$ cat config.mk
export PLATFORM = sky130hd
export DESIGN_NAME = epp_write_engine
export DESIGN_NICKNAME = d
export VERILOG_FILES = /design/src/rtl/epp_wr_pkg.sv /design/src/rtl/epp_wait_filter.sv /design/src/rtl/epp_stall_timer.sv /design/src/rtl/epp_wr_fsm.sv /design/src/rtl/epp_write_engine.sv
export SDC_FILE = /design/constraint.sdc
export NUM_CORES = 1
export LEC_CHECK = 0
export BUFFER_PORTS_ARGS = -buffer_cell sky130_fd_sc_hd__clkbuf_2
export CAP_MARGIN = 25
export CORE_MARGIN = 4
export CORE_UTILIZATION = 55
export CTS_CLUSTER_SIZE = 14
export DETAILED_ROUTE_END_ITERATION = 7
export PLACE_DENSITY = 0.84
export SLEW_MARGIN = 25
export SYNTH_ARGS = -nofsm -noshare
export SYNTH_HDL_FRONTEND = slang
export SYNTH_SLANG_ARGS = --single-unit
$ cat constraint.sdc
create_clock -name clk -period 4.5 [get_ports clk]
set_input_delay 0.675 -clock clk [delete_from_list [all_inputs] [get_ports clk]]
set_output_delay 0.675 -clock clk [all_outputs]
set_load 0.005 [all_outputs]
$ cat src/rtl/epp_wr_pkg.sv
package epp_wr_pkg;
  typedef enum logic [1:0] {
    ST_IDLE  = 2'd0,
    ST_SETUP = 2'd1,
    ST_READY = 2'd2,
    ST_STRB  = 2'd3
  } epp_wr_st_e;
endpackage

$ cat src/rtl/epp_wait_filter.sv
module epp_wait_filter #(
  parameter int SETTLE_CYC = 3
) (
  input  logic clk,
  input  logic rst_n,
  input  logic wait_raw_n,
  output logic wait_filt_n
);
  localparam int SW = $clog2(SETTLE_CYC + 1);

  logic          sync1_q, sync2_q;
  logic          filt_q, filt_d;
  logic [SW-1:0] cnt_q, cnt_d;

  always_comb begin
    filt_d = filt_q;
    cnt_d  = cnt_q;
    if (sync2_q == filt_q) begin
      cnt_d = '0;
    end else if (cnt_q == SW'(SETTLE_CYC - 1)) begin
      filt_d = sync2_q;
      cnt_d  = '0;
    end else begin
      cnt_d = cnt_q + 1'b1;
    end
  end

  always_ff @(posedge clk or negedge rst_n) begin
    if (!rst_n) begin
      sync1_q <= 1'b1;
      sync2_q <= 1'b1;
      filt_q  <= 1'b1;
      cnt_q   <= '0;
    end else begin
      sync1_q <= wait_raw_n;
      sync2_q <= sync1_q;
      filt_q  <= filt_d;
      cnt_q   <= cnt_d;
    end
  end

  assign wait_filt_n = filt_q;


  filt_follows_sync_chk: assert property (@(posedge clk) disable iff (!rst_n)
    !$stable(filt_q) |-> ($past(sync2_q) == filt_q));


  cnt_bound_chk: assert property (@(posedge clk) disable iff (!rst_n)
    cnt_q < SW'(SETTLE_CYC));
endmodule

$ cat src/rtl/epp_stall_timer.sv
module epp_stall_timer #(
  parameter int TMO_CYC = 500
) (
  input  logic clk,
  input  logic rst_n,
  input  logic start,
  input  logic run,
  output logic expired
);
  localparam int CW = $clog2(TMO_CYC + 1);

  logic [CW-1:0] cnt_q, cnt_d;
  logic          cnt_en;

  assign expired = run && (cnt_q == CW'(TMO_CYC - 1));
  assign cnt_en  = start || (run && !expired);

  always_comb begin
    cnt_d = cnt_q;
    if (start)        cnt_d = '0;
    else if (cnt_en)  cnt_d = cnt_q + 1'b1;
  end

  always_ff @(posedge clk or negedge rst_n) begin
    if (!rst_n)      cnt_q <= '0;
    else if (cnt_en) cnt_q <= cnt_d;
  end


  tmr_bound_chk: assert property (@(posedge clk) disable iff (!rst_n)
    cnt_q <= CW'(TMO_CYC - 1));
endmodule

$ cat src/rtl/epp_wr_fsm.sv
module epp_wr_fsm #(
  parameter int DW = 8
) (
  input  logic          clk,
  input  logic          rst_n,
  input  logic          host_wr,
  input  logic          host_addr_sel,
  input  logic [DW-1:0] host_wdata,
  input  logic          tmo_clr,
  input  logic          wait_filt_n,
  input  logic          tmr_expired,
  output logic          tmr_start,
  output logic          tmr_run,
  output logic          busy,
  output logic          tmo_flag,
  output logic          write_n,
  output logic [DW-1:0] data,
  output logic          dstb_n,
  output logic          astb_n
);
  import epp_wr_pkg::*;

  epp_wr_st_e    st_q, st_d;
  logic          sel_q, sel_d;
  logic [DW-1:0] data_q;
  logic          tmo_q, tmo_d;
  logic          wrn_q, wrn_d;
  logic          dstb_q, dstb_d;
  logic          astb_q, astb_d;
  logic          accept, abort;

  assign accept = (st_q == ST_IDLE) && host_wr && !tmo_q;

  always_comb begin
    st_d  = st_q;
    abort = 1'b0;
    unique case (st_q)
      ST_IDLE:  if (accept) st_d = ST_SETUP;
      ST_SETUP: st_d = ST_READY;
      ST_READY: begin
        if (!wait_filt_n)     st_d = ST_STRB;
        else if (tmr_expired) begin st_d = ST_IDLE; abort = 1'b1; end
      end
      ST_STRB: begin
        if (wait_filt_n)      st_d = ST_IDLE;
        else if (tmr_expired) begin st_d = ST_IDLE; abort = 1'b1; end
      end
      default: st_d = ST_IDLE;
    endcase
  end

  always_comb begin
    sel_d  = accept ? host_addr_sel : sel_q;
    tmo_d  = abort ? 1'b1 : (tmo_clr ? 1'b0 : tmo_q);
    wrn_d  = (st_d == ST_IDLE);
    dstb_d = !((st_d == ST_STRB) && !sel_d);
    astb_d = !((st_d == ST_STRB) && sel_d);
  end

  always_ff @(posedge clk or negedge rst_n) begin
    if (!rst_n) begin
      st_q   <= ST_IDLE;
      sel_q  <= 1'b0;
      tmo_q  <= 1'b0;
      wrn_q  <= 1'b1;
      dstb_q <= 1'b1;
      astb_q <= 1'b1;
    end else begin
      st_q   <= st_d;
      sel_q  <= sel_d;
      tmo_q  <= tmo_d;
      wrn_q  <= wrn_d;
      dstb_q <= dstb_d;
      astb_q <= astb_d;
    end
  end

  always_ff @(posedge clk or negedge rst_n) begin
    if (!rst_n)      data_q <= '0;
    else if (accept) data_q <= host_wdata;
  end

  assign tmr_start = (st_q == ST_SETUP);
  assign tmr_run   = (st_q == ST_READY) || (st_q == ST_STRB);
  assign busy      = (st_q != ST_IDLE);
  assign tmo_flag  = tmo_q;
  assign write_n   = wrn_q;
  assign data      = data_q;
  assign dstb_n    = dstb_q;
  assign astb_n    = astb_q;


  strobe_needs_ready_chk: assert property (@(posedge clk) disable iff (!rst_n)
    (!(dstb_q && astb_q) && $past(dstb_q && astb_q)) |-> !$past(wait_filt_n));


  write_before_strobe_chk: assert property (@(posedge clk) disable iff (!rst_n)
    (!(dstb_q && astb_q) && $past(dstb_q && astb_q)) |-> !$past(wrn_q));


  strobe_release_chk: assert property (@(posedge clk) disable iff (!rst_n)
    ((dstb_q && astb_q) && !$past(dstb_q && astb_q)) |-> ($past(wait_filt_n) || tmo_q));


  data_stable_chk: assert property (@(posedge clk) disable iff (!rst_n)
    (!wrn_q && $past(!wrn_q)) |-> $stable(data_q));


  one_strobe_chk: assert property (@(posedge clk) disable iff (!rst_n)
    $countones({~dstb_q, ~astb_q}) <= 1);


  quiet_on_tmo_chk: assert property (@(posedge clk) disable iff (!rst_n)
    (tmo_q && $past(tmo_q)) |-> (dstb_q && astb_q && wrn_q));
endmodule

$ cat src/rtl/epp_write_engine.sv
module epp_write_engine #(
  parameter int DW         = 8,
  parameter int SETTLE_CYC = 3,
  parameter int TMO_CYC    = 500
) (
  input  logic          clk,
  input  logic          rst_n,
  input  logic          host_wr,
  input  logic          host_addr_sel,
  input  logic [DW-1:0] host_wdata,
  input  logic          tmo_clr,
  output logic          host_busy,
  output logic          tmo_flag,
  input  logic          port_wait_n,
  output logic          port_write_n,
  output logic [DW-1:0] port_data,
  output logic          port_dstb_n,
  output logic          port_astb_n
);
  logic wait_filt_n;
  logic tmr_start, tmr_run, tmr_expired;

  epp_wait_filter #(.SETTLE_CYC(SETTLE_CYC)) u_filt (
    .clk         (clk),
    .rst_n       (rst_n),
    .wait_raw_n  (port_wait_n),
    .wait_filt_n (wait_filt_n)
  );

  epp_stall_timer #(.TMO_CYC(TMO_CYC)) u_tmr (
    .clk     (clk),
    .rst_n   (rst_n),
    .start   (tmr_start),
    .run     (tmr_run),
    .expired (tmr_expired)
  );

  epp_wr_fsm #(.DW(DW)) u_fsm (
    .clk           (clk),
    .rst_n         (rst_n),
    .host_wr       (host_wr),
    .host_addr_sel (host_addr_sel),
    .host_wdata    (host_wdata),
    .tmo_clr       (tmo_clr),
    .wait_filt_n   (wait_filt_n),
    .tmr_expired   (tmr_expired),
    .tmr_start     (tmr_start),
    .tmr_run       (tmr_run),
    .busy          (host_busy),
    .tmo_flag      (tmo_flag),
    .write_n       (port_write_n),
    .data          (port_data),
    .dstb_n        (port_dstb_n),
    .astb_n        (port_astb_n)
  );


  busy_release_chk: assert property (@(posedge clk) disable iff (!rst_n)
    $fell(host_busy) |-> (port_dstb_n && port_astb_n && port_write_n));


  tmo_idle_chk: assert property (@(posedge clk) disable iff (!rst_n)
    $rose(tmo_flag) |-> (!host_busy && port_dstb_n && port_astb_n));
endmodule

==> results.md <==
- Number of clock buffers inserted by TritonCTS: 5
- Chip width: 57.2 um
- Router iterations before antenna repair: 4
- Number of unique standard cell types used by synthesis: 40
- Clock period minus worst slack: 2.19 ns
- CTS sink count: 29
- Gate count after technology mapping: 109
- Core footprint: 2250 um2
- Starting Density: 0.591
- Most frequent cells in the layout: 26 x clkbuf_2, 23 x dfrtp_1, 9 x mux2_4, 9 x nand2_1, 8 x nand3_1
- Fraction of final layout cells with drive strength greater than 1: 0.391
- Count of input and output buffers: 26
- Cell taking the most area after synthesis: dfrtp_1
- Vias per Instance: 5.90
- Total GRT Usage: 0.188
- EDFF count, synth: 0
- Sequential share of the synthesized area: 0.550
- Achievable Freq: 457 MHz
- Post-CTS setup buffer count: 0
- Sum of negative setup slack: 0 ns
- FP Rows: 17
- Critical path arrival: 1.51 ns
- Final weighted congestion in routability-driven placement: 0.895
- TritonCTS clock tree: done
- Clock transition time at the flip-flop clock pins of the worst setup and hold paths: 0.08 ns
- Unrepaired setup endpoints after global routing: no
- Most used routing layer in global routing: met2
- Most common library cell in the layout ignoring fill and taps: clkbuf_2
- Met1 Usage GRT: 0.232
- Setup CP Type: flip-flop to output port
- Worst skew pair latency: 0.33 ns
- Top-level I/O count: 27
- Maximum ir drop on the vdd rail: 417 uV
- Setup crit start kind: flip-flop
- Fin cells: 166
- Wire length after detailed routing: 2640 um
- Number of buffers inserted by hold repair at cts: 0
- Max-cap violation count: 0
- Number of antenna violations at the first check in global routing: 0
- Synth warn: 0
- Async SR Flop Fraction: 1.00
- Leakage: 0.685 nW
- Total Die Area: 3270 um2
- Max Slew Vio Count: 0
- Synth Cell Area: 1330 um2
- Setup slack on the worst flop-to-flop path: 2.54 ns
- Met3 layer usage reported by global route: 0.0543
- Number of synthesized register bits: 29
- Layout Nets: 152
- Path type of the worst min-delay path: flip-flop to flip-flop
- Count of final setup violators: 0
- Remaining antenna violation count: 0
- Post-layout power: 0.928 mW
- Leftover overflow at the end of global routing: 0
- Total power divided by cell area: 609 nW/um2
- Mapped Nets: 124
- Via total after detailed routing: 979
- Drt drc: 0
- Layout-stage area growth over the synthesis result: 14.5%
- Resize count post-CTS: 0
- Result of the run: completed
- Skew final: 0.0139 ns
- Antenna Cells: 0
- DIE HEIGHT: 57.2 um
- GR met2 Demand/Resource: 0.290
- Root cell of the clock tree: clkbuf_4
- Instance count after placement with tap cells included: 158
- First-iteration detailed-routing DRC count: 38
- Maximum level of the CTS H-tree: 2
- Kind of end point of the critical path: output port
- Maximum number of pins on one net before global-route repair: 30
- Worst relative slew slack: 0.534
- Slew of the pin with the lowest slew margin: 0.699 ns
- Final-report hold violation count: 0
- Number of global-route vias before repair: 987
- Top cells by area in the synthesized netlist: dfrtp_1 43%, dfstp_2 12%, mux2_4 10%
- Commonest register cell after synthesis: dfrtp_1
- WP data required: 3.83 ns
- Global-route wire length before repair: 4620 um
- Syn_area_per_cell: 12.2 um2
- Fraction of post-synthesis cell area in the top cell type by area: 0.432
- Maximum fanout along the worst path: 15
- Maximum clock insertion buffer count: 2
- Final period utilization: 0.486
- Placed wire-length estimate: 1890 um
- Routed length per placed instance: 15.9 um
## cell usage after synthesis, types with 2 or more instances
| cell | n |
|---|---|
| dfrtp_1 | 23 |
| mux2_4 | 9 |
| nand2_1 | 9 |
| nand3_1 | 8 |
| dfstp_2 | 6 |
| o211ai_1 | 4 |
| buf_2 | 3 |
| inv_1 | 3 |
| nand4_1 | 3 |
| nor2b_1 | 3 |
| o21ai_0 | 3 |
| xor2_1 | 3 |
| a31oi_1 | 2 |
| o311ai_0 | 2 |
| o41ai_1 | 2 |
| or4_1 | 2 |
## cells by family (layout without fill, tap and decap cells)
logic type               count (synthesis)  count (layout)  share of synthesized area
AO/OA/AOI/OAI                           20              20                      0.118
XOR/XNOR                                 4               4                     0.0263
adder cells (fa/ha/maj)                  1               1                    0.00939
buffers and inverters                    9              38                     0.0338
flip-flops                              29              29                      0.550
multiplexers                            10              10                      0.110
AND/OR/NAND/NOR                         36              36                      0.152
## where the power goes
part           leakage [nW]  switching [mW]  total (mW)  internal, mW
clock                0.0320          0.0884       0.148        0.0593
sequential            0.353           0.106       0.474         0.368
combinational         0.299           0.131       0.306         0.176
total                 0.685           0.325       0.928         0.603
## worst paths after layout
path | from | end | cells past startpoint
max | u_fsm.st_q[1]$_DFF_PN0_ | host_busy | 3
min | u_filt.sync1_q$_DFF_PN1_ | u_filt.sync2_q$_DFF_PN1_ | 0
max reg2reg | u_fsm.st_q[1]$_DFF_PN0_ | u_fsm.data[6]$_DFFE_PN0P_ | 3
min reg2reg | u_filt.sync1_q$_DFF_PN1_ | u_filt.sync2_q$_DFF_PN1_ | 0
max in group asynchronous | rst_n | u_fsm.tmo_flag$_DFFE_PN0P_ | 1
min in group asynchronous | rst_n | u_tmr.cnt_q[4]$_DFFE_PN0P_ | 1
## state kept, by name, summed over array words and instances, names as in the netlist, 2 cells and up
signal	cells
u_tmr.cnt_q	9
u_filt.cnt_q	2
u_fsm.data	8
u_fsm.st_q	2
## worst max-delay path, stage by stage, from the launching register on
cell and delay [ns]:
dfrtp_1 0.56, nor2_2 0.36, inv_1 0.14, clkbuf_2 0.14
## layout make-up
| cell class | count | area [um2] |
|---|---|---|
| Clock buffer | 6 | 41.3 |
| Clock inverter | 2 | 10.0 |
| Fill cell | 195 | 729 |
| Inverter | 4 | 15.0 |
| Multi-Input combinational cell | 71 | 561 |
| Sequential cell | 29 | 733 |
| Tap cell | 28 | 35.0 |
| Timing Repair Buffer | 26 | 130 |
## layer usage
layer	vias up	wire [um]
met4	0	92
met5	-	0
met1	471	1060
met2	42	1330
met3	10	155
li1	456	-
## stage by stage
step	worst slack, ns	util	area [um2]	hold WS, ns
final	2.31	0.676	1530	0.364
after global placement	2.57	0.651	1470	0.350
after CTS	2.32	0.674	1520	0.365
after detailed placement	2.55	0.651	1470	0.347
after floorplan	2.94	-	1330	0.345
after global routing	2.19	0.676	1530	0.374
No activity file was read; power rests on OpenSTA's default activity.
